[src/rtl/tri_pfd.sv]
module tri_pfd #(
  parameter int SYNC_STAGES = 2
) (
  input  logic clk,
  input  logic rst,
  input  logic ref_in,
  input  logic fb_in,
  output logic pump_en,
  output logic pump_val,
  output logic phase_ok
);

  localparam int W = SYNC_STAGES + 1;

  typedef enum logic [1:0] {ST_HIZ, ST_UP, ST_DN} st_t;

  logic [W-1:0] ref_sh, fb_sh;
  logic         ref_rise, fb_rise;
  st_t          st, st_nx;

  always_ff @(posedge clk) begin
    if (rst) begin
      ref_sh <= '0;
      fb_sh  <= '0;
    end else begin
      ref_sh <= {ref_sh[W-2:0], ref_in};
      fb_sh  <= {fb_sh[W-2:0], fb_in};
    end
  end

  assign ref_rise = ref_sh[W-2] & ~ref_sh[W-1];
  assign fb_rise  = fb_sh[W-2]  & ~fb_sh[W-1];

  always_comb begin
    st_nx = st;
    if (ref_rise && fb_rise)
      st_nx = ST_HIZ;
    else if (ref_rise)
      st_nx = (st == ST_DN) ? ST_HIZ : ST_UP;
    else if (fb_rise)
      st_nx = (st == ST_UP) ? ST_HIZ : ST_DN;
  end

  always_ff @(posedge clk) begin
    if (rst) st <= ST_HIZ;
    else     st <= st_nx;
  end

  assign pump_en  = (st != ST_HIZ);
  assign pump_val = (st == ST_UP);
  assign phase_ok = (st == ST_HIZ);

endmodule


[config.mk]
export PLATFORM = sky130hd
export DESIGN_NAME = tri_pfd
export DESIGN_NICKNAME = d
export VERILOG_FILES = /design/src/rtl/tri_pfd.sv
export SDC_FILE = /design/constraint.sdc
export NUM_CORES = 1
export LEC_CHECK = 0
export BUFFER_PORTS_ARGS = -buffer_cell sky130_fd_sc_hd__clkbuf_2
export CORE_AREA = 2 2 39 41
export DETAILED_ROUTE_END_ITERATION = 16
export DIE_AREA = 0 0 41 43
export GPL_TIMING_DRIVEN = 0
export PLACE_DENSITY = 0.45
export SLEW_MARGIN = 0
export SYNTH_ARGS = -nofsm -noshare
export SYNTH_HDL_FRONTEND = slang
export SYNTH_SLANG_ARGS = --single-unit
[constraint.sdc]
create_clock -name clk -period 2.3 [get_ports clk]
set_input_delay 0.46 -clock clk [delete_from_list [all_inputs] [get_ports clk]]
set_output_delay 0.46 -clock clk [all_outputs]
set_load 0.02 [all_outputs]
# Yosys cells after proc, flatten, opt, wreduce, memory -nomap -nowiden
# Cells that the tools add are included.
[classes]
eq_ne = 2
n_mux = 4
n_bitwise = 4
n_reduce_logical = 5
[ops]
columns = ["op", "count"]
rows = [
  ["2-to-1 mux 2 bit", 3],
  ["nonzero test 2 bit", 2],
  ["bitwise AND 1 bit", 2],
  ["== test 2 x 1 -> 1 bit, second input constant", 1],
  ["== test 2 bit, second input constant", 1],
  ["zero test 2 bit", 1],
  ["NOT 1 bit", 2],
  ["OR reduction 2 bit", 1],
  ["logical AND 1 bit", 1],
  ["2-to-1 mux 1 bit", 1],
]
[word_totals]
regBits = 8
input_bits = 4
out_inout_bits = 3
word_cells = 18

# Logic depth before layout (Yosys ltp)
# Gate-level depths: netlist (run 1).
[depth]
ltp_word = 4
mapped_depth = 2
depth_no_buf = 2

# Least setup slack after synthesis (run 1)
# Ideal clock, no wire load.
[synth_timing]
path_kind = "flip-flop to output port"
from = "register st[1]"
to = "output pump_en"
arrival_ps = 838
t_required_ps = 1840
slack_ps = 1002
stages_incl_launch_ff = 3
n_path_buf = 0
cell_sequence = "dfxtp_1 -> nor2_1 -> inv_1"
[synth_between]
elab_chain_cells = 1
[synth_rtl]
columns = ["item", "line", "text"]
rows = [
  ["start: declaration", "19", "st_t st, st_nx;"],
  ["start signal: assignment", "46", "else st <= st_nx;"],
  ["nonzero test 2 bit", "49", "assign pump_en = (st != ST_HIZ);"],
  ["end: declaration", "8", "output logic pump_en,"],
]
# Every way passes these cells.

# Worst setup path after layout (run 1)
[layout_timing]
from = "register st[0]"
to = "output pump_val"
[layout_between]
elab_chain_cells = 1
[layout_rtl]
columns = ["item", "line", "text"]
rows = [
  ["== test 2 x 1 -> 1 bit", "50", "assign pump_val = (st == ST_UP);"],
  ["end: declaration", "9", "output logic pump_val,"],
]
# Every way passes these cells.

==> results.sh, run 1 <==
export IMPL_outcome="finished clean"
export IMPL_syn_mean_instance_area_um2=10.86
export IMPL_fin_total_pwr_uw=272.4
export IMPL_worst_slew_pin_slew_ns=0.1712
export IMPL_htreeDepth=1
export IMPL_vias_per_cell=3.600
export IMPL_numClockSinks=8
export IMPL_dieWidth_um=41
export IMPL_cts_buffers=3
export IMPL_fillers=151
export IMPL_synth_nets=29
export IMPL_nets=40
export IMPL_cts_hold_buf=0
export IMPL_cp_data_arrival_time_ns=0.90
export IMPL_area_delta_synth_final_pct=26.73
export IMPL_maxCapViolations=0
export IMPL_gp_congestion=0.5762
export IMPL_placed_cell_area_um2=321.6
export IMPL_final_cell_mix="8 x dfxtp_1, 6 x nor2b_1, 6 x clkbuf_2, 5 x inv_1, 3 x clkbuf_4"
export IMPL_fp_dieH_um=43
export IMPL_grt_pass1_wl_um=662
export IMPL_grt_overflow=0
export IMPL_drive_gt1_share_pct=32.35
export IMPL_worstSetupPathType="register to output port"
export IMPL_antenna_left=0
export IMPL_antenna_found_initial=0
export IMPL_drv_slew=0
export IMPL_drt_total_wl_um=356
export IMPL_finalSetupViolations=0
export IMPL_tritoncts="built"
export IMPL_finClkSkew_ns=0.001273
export IMPL_hp_start="fb_in"
export IMPL_leakage_nw=0.1435
export IMPL_antenna_cells=0
export IMPL_cp_max_fo=3
export IMPL_power_density_nw_per_um2=791.7
export IMPL_num_io_pins=7
export IMPL_dieArea_um2=1763
export IMPL_setup_tns_ns=0
export IMPL_min_period_over_period_pct=59.32
export IMPL_regArea_um2=160.2
export IMPL_coreArea_um2=1384
export IMPL_slew_limit_headroom_pct=88.59
export IMPL_cp_startpoint="st[0]"
export IMPL_portBuffers=6
export IMPL_dp_slack_ns=1.182
export IMPL_initial_core_util_pct=19.62
export IMPL_insertion_delay_ns=0.24
export IMPL_cp_num_buf_inv=2
export IMPL_final_common_cell="dfxtp_1"
export IMPL_cpMaxStageDelayCell="dfxtp_1"
export IMPL_clockBufferDepth=2
export IMPL_synth_cell_types=6
export IMPL_design_area_um2=344.1
export IMPL_dr_pass1_iters=1
export IMPL_timing_final_ws_setup_ns=0.9357
export IMPL_cpLargestDelayFamily="flip-flops"
export IMPL_cp_cell_sequence="inv_1 > nor2_1 > clkbuf_2"
export IMPL_grt_max_degree=9
export IMPL_cts_resized=0
export IMPL_drc=0
export IMPL_cp_required_ns=1.84
export IMPL_seq_area_frac_synth_pct=58.99
export IMPL_vias=180
export IMPL_track_usage_pct=6.445
export IMPL_slowest_delay_ns=0.34
export IMPL_timing_rr_start="fb_sh[1]"
export IMPL_hp_class="input pin to register"
export IMPL_ir_drop_uv=254.0
export IMPL_crit_path_start_kind="register"
export IMPL_std_cell_rows=14
export IMPL_hold_slack_ns=0.4196
export IMPL_routedWlPerCell_um=7.120
export IMPL_drt_iter0_drc=0
export IMPL_synth_seq_cells=8
export IMPL_syn_instance_count=25
export IMPL_syn_area_um2=271.5
export IMPL_multi_input_area_um2=92.59
export IMPL_max_freq_mhz=733.0
export IMPL_grt_pass1_vias=168
export IMPL_end_kind="output port"
export IMPL_hold_viol_final=0
export IMPL_rsz0062_at_grt="no"
export IMPL_root_buffer="clkbuf_4"
export IMPL_cts_reportedPaths_clkPinSlew_ns=0.05
export IMPL_fin_crit_ns=1.364
export IMPL_post_cts_repair_setup_buffers=0
export IMPL_ys_warn_count=0
kinds of logic (layout without fill, tap and decap cells):
kind of cell	count (synthesis)	in the layout	share of synthesized area (%)
buf+inv	5	14	6.913
compound gates	2	2	11.06
simple gates	10	10	23.05
flops	8	8	58.98
worst register-to-register path: stages, from the launching register on:
cell,delay (ns)
dfxtp_1,0.35
or3b_1,0.38
a221oi_2,0.20
through the flow:
step	utilization [%]	std cells
global route	24.86	50
finish	24.86	50
global placement	23.24	47
detailed placement	23.24	47
floorplan	-	25
CTS	24.86	50
flip-flops by register name (all words and copies together), names as in the netlist:
signal	count
fb_sh	3
ref_sh	3
st	2
report_power, final:
group / leakage (nW) / total (mW) / internal [mW] / switching, mW
logic: 0.0640 / 0.0227 / 0.00992 / 0.0128
clock network: 0.0138 / 0.102 / 0.0594 / 0.0426
registers: 0.0657 / 0.148 / 0.145 / 0.00291
total: 0.143 / 0.272 / 0.214 / 0.0583
path summary, 6_finish.rpt:
check,slack (ns),cells past startpoint,end
max,0.94,3,pump_val
min,0.42,2,fb_sh[0]
max reg2reg,1.29,2,st[1]
min reg2reg,0.44,1,fb_sh[1]
layout make-up:
cell class | instances | area share, %
sequential | 8 | 46.55
multi-input combinational | 12 | 26.91
timing repair buffer | 6 | 8.727
clock buffer | 3 | 6.545
tap | 16 | 5.818
inverter | 5 | 5.455
Yosys cell counts, drive strengths merged:
cell    instances  area (um2)
inv             5       18.77
a221oi          2       30.03
or3b            2       17.52
dfxtp           8       160.2
nor2b           6       37.54
nor2            2       7.510
layer usage:
layer	routed length [um]	global-route usage [%]	up-vias
li1	-	-	98
met1	163	6.818	75
met2	164	6.875	7
met3	28	3.141	0
met4	0	10.00	0
met5	0	0	-
(Power assumes the default switching activity.)
==> run 2: changes to the inputs <==
--- a/config.mk
+++ b/config.mk
@@ -10,7 +10,7 @@
 export DETAILED_ROUTE_END_ITERATION = 16
 export DIE_AREA = 0 0 41 43
 export GPL_TIMING_DRIVEN = 0
-export PLACE_DENSITY = 0.45
+export PLACE_DENSITY = 0.46
 export SLEW_MARGIN = 0
 export SYNTH_ARGS = -nofsm -noshare
 export SYNTH_HDL_FRONTEND = slang
==> constraint.sdc (replaced) <==
create_clock -name clk -period 1.2 [get_ports clk]
set_input_delay 0.24 -clock clk [delete_from_list [all_inputs] [get_ports clk]]
set_output_delay 0.24 -clock clk [all_outputs]
set_load 0.02 [all_outputs]
==> run 2 against run 1 <==
Against the previous run: register-to-register slack got worse by 1.1 ns; routed wire length is 7.9% higher; combinational power grew 100%; non-clock buffer count did not move; hold slack got worse by 0.22 ns; clock power is 90% higher; power up 92%; sequential share of layout area fell by 0.47 points.
==> results.sh, run 2 (same netlist as run 1, synthesis figures left out) <==
export IMPL_gp_congestion=0.5961
export IMPL_p_int_uw=412.0
export IMPL_fin_crit_ns=1.105
export IMPL_hpwlAfterDp_um=299.1
export IMPL_cts_reportedPaths_clkPinSlew_ns=0.05
export IMPL_antenna_left=0
export IMPL_post_route_util_pct=25.32
export IMPL_initial_core_util_pct=19.62
export IMPL_grt_pass1_vias=171
export IMPL_multi_input_area_um2=95.09
export IMPL_cp_data_arrival_time_ns=0.86
export IMPL_htreeDepth=1
export IMPL_drc=0
export IMPL_leakage_nw=0.1455
export IMPL_root_buffer="clkbuf_4"
export IMPL_numClockSinks=8
export IMPL_cp_max_fo=4
export IMPL_drt_total_wl_um=384
export IMPL_power_share_clock_pct=37.0
export IMPL_hold_slack_ns=0.2031
export IMPL_max_freq_mhz=905.1
export IMPL_cpMaxStageDelayCell="dfxtp_1"
export IMPL_area_delta_synth_final_pct=29.03
export IMPL_dieArea_um2=1763
export IMPL_portBuffers=6
export IMPL_post_cts_repair_setup_buffers=0
export IMPL_min_period_over_period_pct=92.07
export IMPL_cp_startpoint="st[1]"
export IMPL_drv_slew=0
export IMPL_hp_class="input pin to register"
export IMPL_hold_viol_final=0
export IMPL_finalSetupViolations=0
export IMPL_grt_pass1_wl_um=696
export IMPL_worst_slew_pin_slew_ns=0.1789
export IMPL_hp_start="fb_in"
export IMPL_finClkSkew_ns=0.0002160
export IMPL_vias=181
export IMPL_slew_limit_headroom_pct=88.07
export IMPL_fp_dieH_um=43
export IMPL_track_usage_pct=6.439
export IMPL_maxCapViolations=0
export IMPL_reg_largest_list="fb_sh x3, ref_sh x3, st x2"
export IMPL_rsz0062_at_grt="no"
export IMPL_cts_hold_buf=0
export IMPL_outcome="finished clean"
export IMPL_vias_per_cell=3.620
export IMPL_drive_gt1_share_pct=38.24
export IMPL_num_io_pins=7
export IMPL_timing_rr_start="fb_sh[1]"
export IMPL_final_cell_mix="7 x dfxtp_1, 6 x nor2b_1, 5 x inv_1, 5 x clkbuf_2, 3 x clkbuf_4"
export IMPL_drt_iter0_drc=0
export IMPL_seq_power_share_pct=54.3
export IMPL_fin_total_pwr_uw=523.4
export IMPL_clockBufferDepth=2
export IMPL_p_sw_uw=111.4
export IMPL_insertion_delay_ns=0.24
export IMPL_switching_share_pct=21.28
export IMPL_fillers=161
export IMPL_fin_cells=50
export IMPL_dieWidth_um=41
export IMPL_grt_max_degree=9
export IMPL_worstSetupPathType="register to output port"
export IMPL_routedWlPerCell_um=7.680
export IMPL_cp_required_ns=0.96
export IMPL_cts_buffers=3
export IMPL_grt_overflow=0
export IMPL_crit_path_start_kind="register"
export IMPL_coreArea_um2=1384
export IMPL_antenna_found_initial=0
export IMPL_antenna_cells=0
export IMPL_std_cell_rows=14
export IMPL_final_common_cell="dfxtp_1"
export IMPL_tritoncts="built"
export IMPL_slowest_delay_ns=0.37
export IMPL_nets=40
export IMPL_combPwrFrac_pct=8.7
export IMPL_dr_pass1_iters=1
export IMPL_ir_drop_uv=457.3
export IMPL_placed_cells=47
export IMPL_regArea_um2=161.4
export IMPL_power_density_nw_per_um2=1494
export IMPL_end_kind="output port"
export IMPL_cp_cell_sequence="nor2_2 > inv_1 > clkbuf_2"
export IMPL_setup_tns_ns=0
## run 2: cell types whose count changed in the layout (fill, tap and decap cells not counted)
cell and change:
clkbuf_2 -1, dfxtp_2 +1, dfxtp_1 -1, nor2_1 -1
nor2_2 +1, buf_4 +1
## run 2: cell type report
type | count | area share [%]
Clock buffer | 3 | 6.429
Inverter | 5 | 5.357
Multi-Input combinational cell | 12 | 27.14
Sequential cell | 8 | 46.07
Tap cell | 16 | 5.714
Timing Repair Buffer | 6 | 9.286
## run 2: stage by stage
| step | instance area (um2) | worst slack, ns |
|---|---|---|
| after global routing | 350.3 | 0.006300 |
| final | 350.3 | 0.09511 |
| after CTS | 344.1 | 0.03186 |
| after detailed placement | 321.6 | 0.1777 |
| after global placement | 321.6 | 0.2073 |
| after floorplan | 271.5 | 0.1218 |
## run 2: critical path: cells and delay by family, from the launching register on
kind | cells | cell delay, ns
and+or+nand+nor | 1 | 0.05
DFF | 1 | 0.37
buffers and inverters | 2 | 0.19
## run 2: power by group through the flow
stage / clock, mW / sequential (mW) / combinational (mW)
detailed placement: 0 / 0.289 / 0.0448
CTS: 0.205 / 0.283 / 0.0448
global placement: 0 / 0.288 / 0.0439
floorplan: 0 / 0.287 / 0.0277
finish: 0.194 / 0.284 / 0.0454
global route: 0.224 / 0.285 / 0.0519
## run 2: repair_timing
item,in CTS,in global routing
resized for setup,0,4
endpoints found under the hold margin,0,0
endpoints found under the setup margin,0,3
## run 2: path summary, 6_finish.rpt
check,slack [ns],cells after the start,to
setup / recovery,0.1,3,pump_en
hold / removal,0.20,2,fb_sh[0]
hold reg to reg,0.43,1,fb_sh[1]
setup reg to reg,0.18,2,st[1]
## run 2: metal layers
layer | share of wire [%] | vias to the layer above | track usage (%)
met4 | 0 | 0 | 8.000
met5 | 0 | - | 0
li1 | - | 97 | -
met1 | 48 | 77 | 7.443
met3 | 10 | 0 | 3.141
met2 | 42 | 7 | 7.187
==> run 3: changes to the inputs <==
--- a/config.mk
+++ b/config.mk
@@ -7,10 +7,11 @@
 export LEC_CHECK = 0
 export BUFFER_PORTS_ARGS = -buffer_cell sky130_fd_sc_hd__clkbuf_2
 export CORE_AREA = 2 2 39 41
+export CTS_BUF_LIST = sky130_fd_sc_hd__clkbuf_4
 export DETAILED_ROUTE_END_ITERATION = 16
 export DIE_AREA = 0 0 41 43
 export GPL_TIMING_DRIVEN = 0
-export PLACE_DENSITY = 0.46
+export PLACE_DENSITY = 0.5
 export SLEW_MARGIN = 0
 export SYNTH_ARGS = -nofsm -noshare
 export SYNTH_HDL_FRONTEND = slang
==> run 3 against run 2 <==
Against the previous run: routed wire length up 3.1%; worst setup slack worse by 0.014 ns; sequential share of layout area unchanged; sequential power about the same; utilization unchanged; count of clock-buffer cells in the layout unchanged; non-clock buffer count unchanged; critical path depth unchanged; via count up 1.7%; hold slack better by 0.0016 ns; maximum frequency down 1.3%; critical path type unchanged; largest power group unchanged.
==> results.sh, run 3 (same netlist as run 1, synthesis figures left out) <==
export IMPL_worstSetupPathType="register to output port"
export IMPL_post_route_util_pct=25.32
export IMPL_finClkSkew_ns=0.003313
export IMPL_hold_slack_ns=0.2047
export IMPL_track_usage_pct=5.348
export IMPL_dr_pass1_iters=3
export IMPL_wl_met1_um=195
export IMPL_routedWlPerCell_um=7.920
export IMPL_top_layer="met3"
export IMPL_crit_path_start_kind="register"
export IMPL_vias_per_cell=3.680
export IMPL_fin_crit_ns=1.119
export IMPL_cp_max_fo=3
export IMPL_dieWidth_um=41
export IMPL_antenna_found_initial=0
export IMPL_cts_reportedPaths_clkPinSlew_ns=0.05
export IMPL_combPwrFrac_pct=8.6
export IMPL_finalSetupViolations=0
export IMPL_setup_tns_ns=0
export IMPL_outcome="finished clean"
export IMPL_grt_pass1_vias=159
export IMPL_power_share_clock_pct=37.5
export IMPL_antenna_cells=0
export IMPL_root_buffer="clkbuf_4"
export IMPL_grt_pass1_wl_um=586
export IMPL_cts_buffers=3
export IMPL_power_density_nw_per_um2=1506
export IMPL_design_area_um2=350.3
export IMPL_timing_final_ws_setup_ns=0.08109
export IMPL_std_cell_rows=14
export IMPL_numClockSinks=8
export IMPL_dp_slack_ns=0.1791
export IMPL_grt_max_degree=9
export IMPL_fillers=144
export IMPL_seq_power_share_pct=54.0
export IMPL_min_period_over_period_pct=93.24
export IMPL_dieArea_um2=1763
export IMPL_met3WireLength_um=27
export IMPL_area_delta_synth_final_pct=29.03
export IMPL_max_freq_mhz=893.7
export IMPL_tritoncts="built"
export IMPL_placed_cells=47
export IMPL_vias=184
export IMPL_num_io_pins=7
export IMPL_maxCapViolations=0
export IMPL_cpMaxStageDelayCell="dfxtp_2"
export IMPL_antenna_left=0
export IMPL_portBuffers=6
export IMPL_p_int_uw=412.2
export IMPL_nets=40
export IMPL_fin_cells=50
export IMPL_end_kind="output port"
export IMPL_cts_hold_buf=0
export IMPL_coreArea_um2=1384
export IMPL_fin_total_pwr_uw=527.4
export IMPL_ir_drop_uv=548.7
export IMPL_worst_slew_pin_slew_ns=0.1791
export IMPL_htreeDepth=1
export IMPL_hold_viol_final=0
export IMPL_fp_dieH_um=43
export IMPL_drive_gt1_share_pct=38.24
export IMPL_hp_class="input pin to register"
export IMPL_drc=0
export IMPL_initial_core_util_pct=19.62
export IMPL_post_cts_repair_setup_buffers=0
export IMPL_final_cell_mix="7 x dfxtp_1, 6 x nor2b_1, 5 x inv_1, 5 x clkbuf_2, 3 x clkbuf_4"
export IMPL_drv_slew=0
export IMPL_placed_cell_area_um2=321.6
export IMPL_gp_congestion=0.5665
export IMPL_grt_overflow=0
export IMPL_drt_iter0_drc=2
export IMPL_insertion_delay_ns=0.25
export IMPL_p_sw_uw=115.2
export IMPL_cp_required_ns=0.96
export IMPL_slowest_delay_ns=0.34
export IMPL_met2WireLength_um=174
export IMPL_cp_data_arrival_time_ns=0.88
export IMPL_cp_cell_sequence="inv_1 > nor2_1 > buf_4"
export IMPL_drt_total_wl_um=396
export IMPL_slew_limit_headroom_pct=88.06
export IMPL_switching_share_pct=21.85
export IMPL_clockBufferDepth=2
export IMPL_final_common_cell="dfxtp_1"
export IMPL_leakage_nw=0.1455
export IMPL_reg_largest_list="fb_sh x3, ref_sh x3, st x2"
-- run 3: final timing paths --
path,endpoint,slack (ns),cells past startpoint,from
max,pump_val,0.08,3,st[0]
min,fb_sh[0],0.20,2,fb_in
max reg2reg,st[1],0.18,2,fb_sh[1]
min reg2reg,fb_sh[1],0.43,1,fb_sh[0]
-- run 3: cell type report --
cell class / instances / area (um2) / area share, %
Multi-Input combinational cell: 12 / 95.09 / 27.14
Tap cell: 16 / 20.02 / 5.714
Inverter: 5 / 18.77 / 5.357
Sequential cell: 8 / 161.4 / 46.07
Clock buffer: 3 / 22.52 / 6.429
Timing Repair Buffer: 6 / 32.53 / 9.286
-- run 3: power groups by stage --
stage               Clock, mW  Combinational (mW)  Sequential (mW)
finish                  0.198              0.0451            0.285
global route            0.225              0.0511            0.286
CTS                     0.212              0.0444            0.283
detailed placement          0              0.0443            0.289
global placement            0              0.0436            0.289
floorplan                   0              0.0277            0.287
-- run 3: critical path, delay by kind of cell (launching register included) --
family,cells,cell delay [ns]
DFF,1,0.34
buffers and inverters,2,0.20
and+or+nand+nor,1,0.09
-- run 3: routing by layer --
metal	GRT usage [%]	vias up
met5	0	-
met4	2.000	0
met3	6.283	0
met2	6.563	7
met1	5.556	80
li1	-	97
-- run 3: what timing repair did --
item,in CTS,in global routing
setup endpoints to repair,0,3
resized for setup,0,4
hold endpoints to repair,0,0
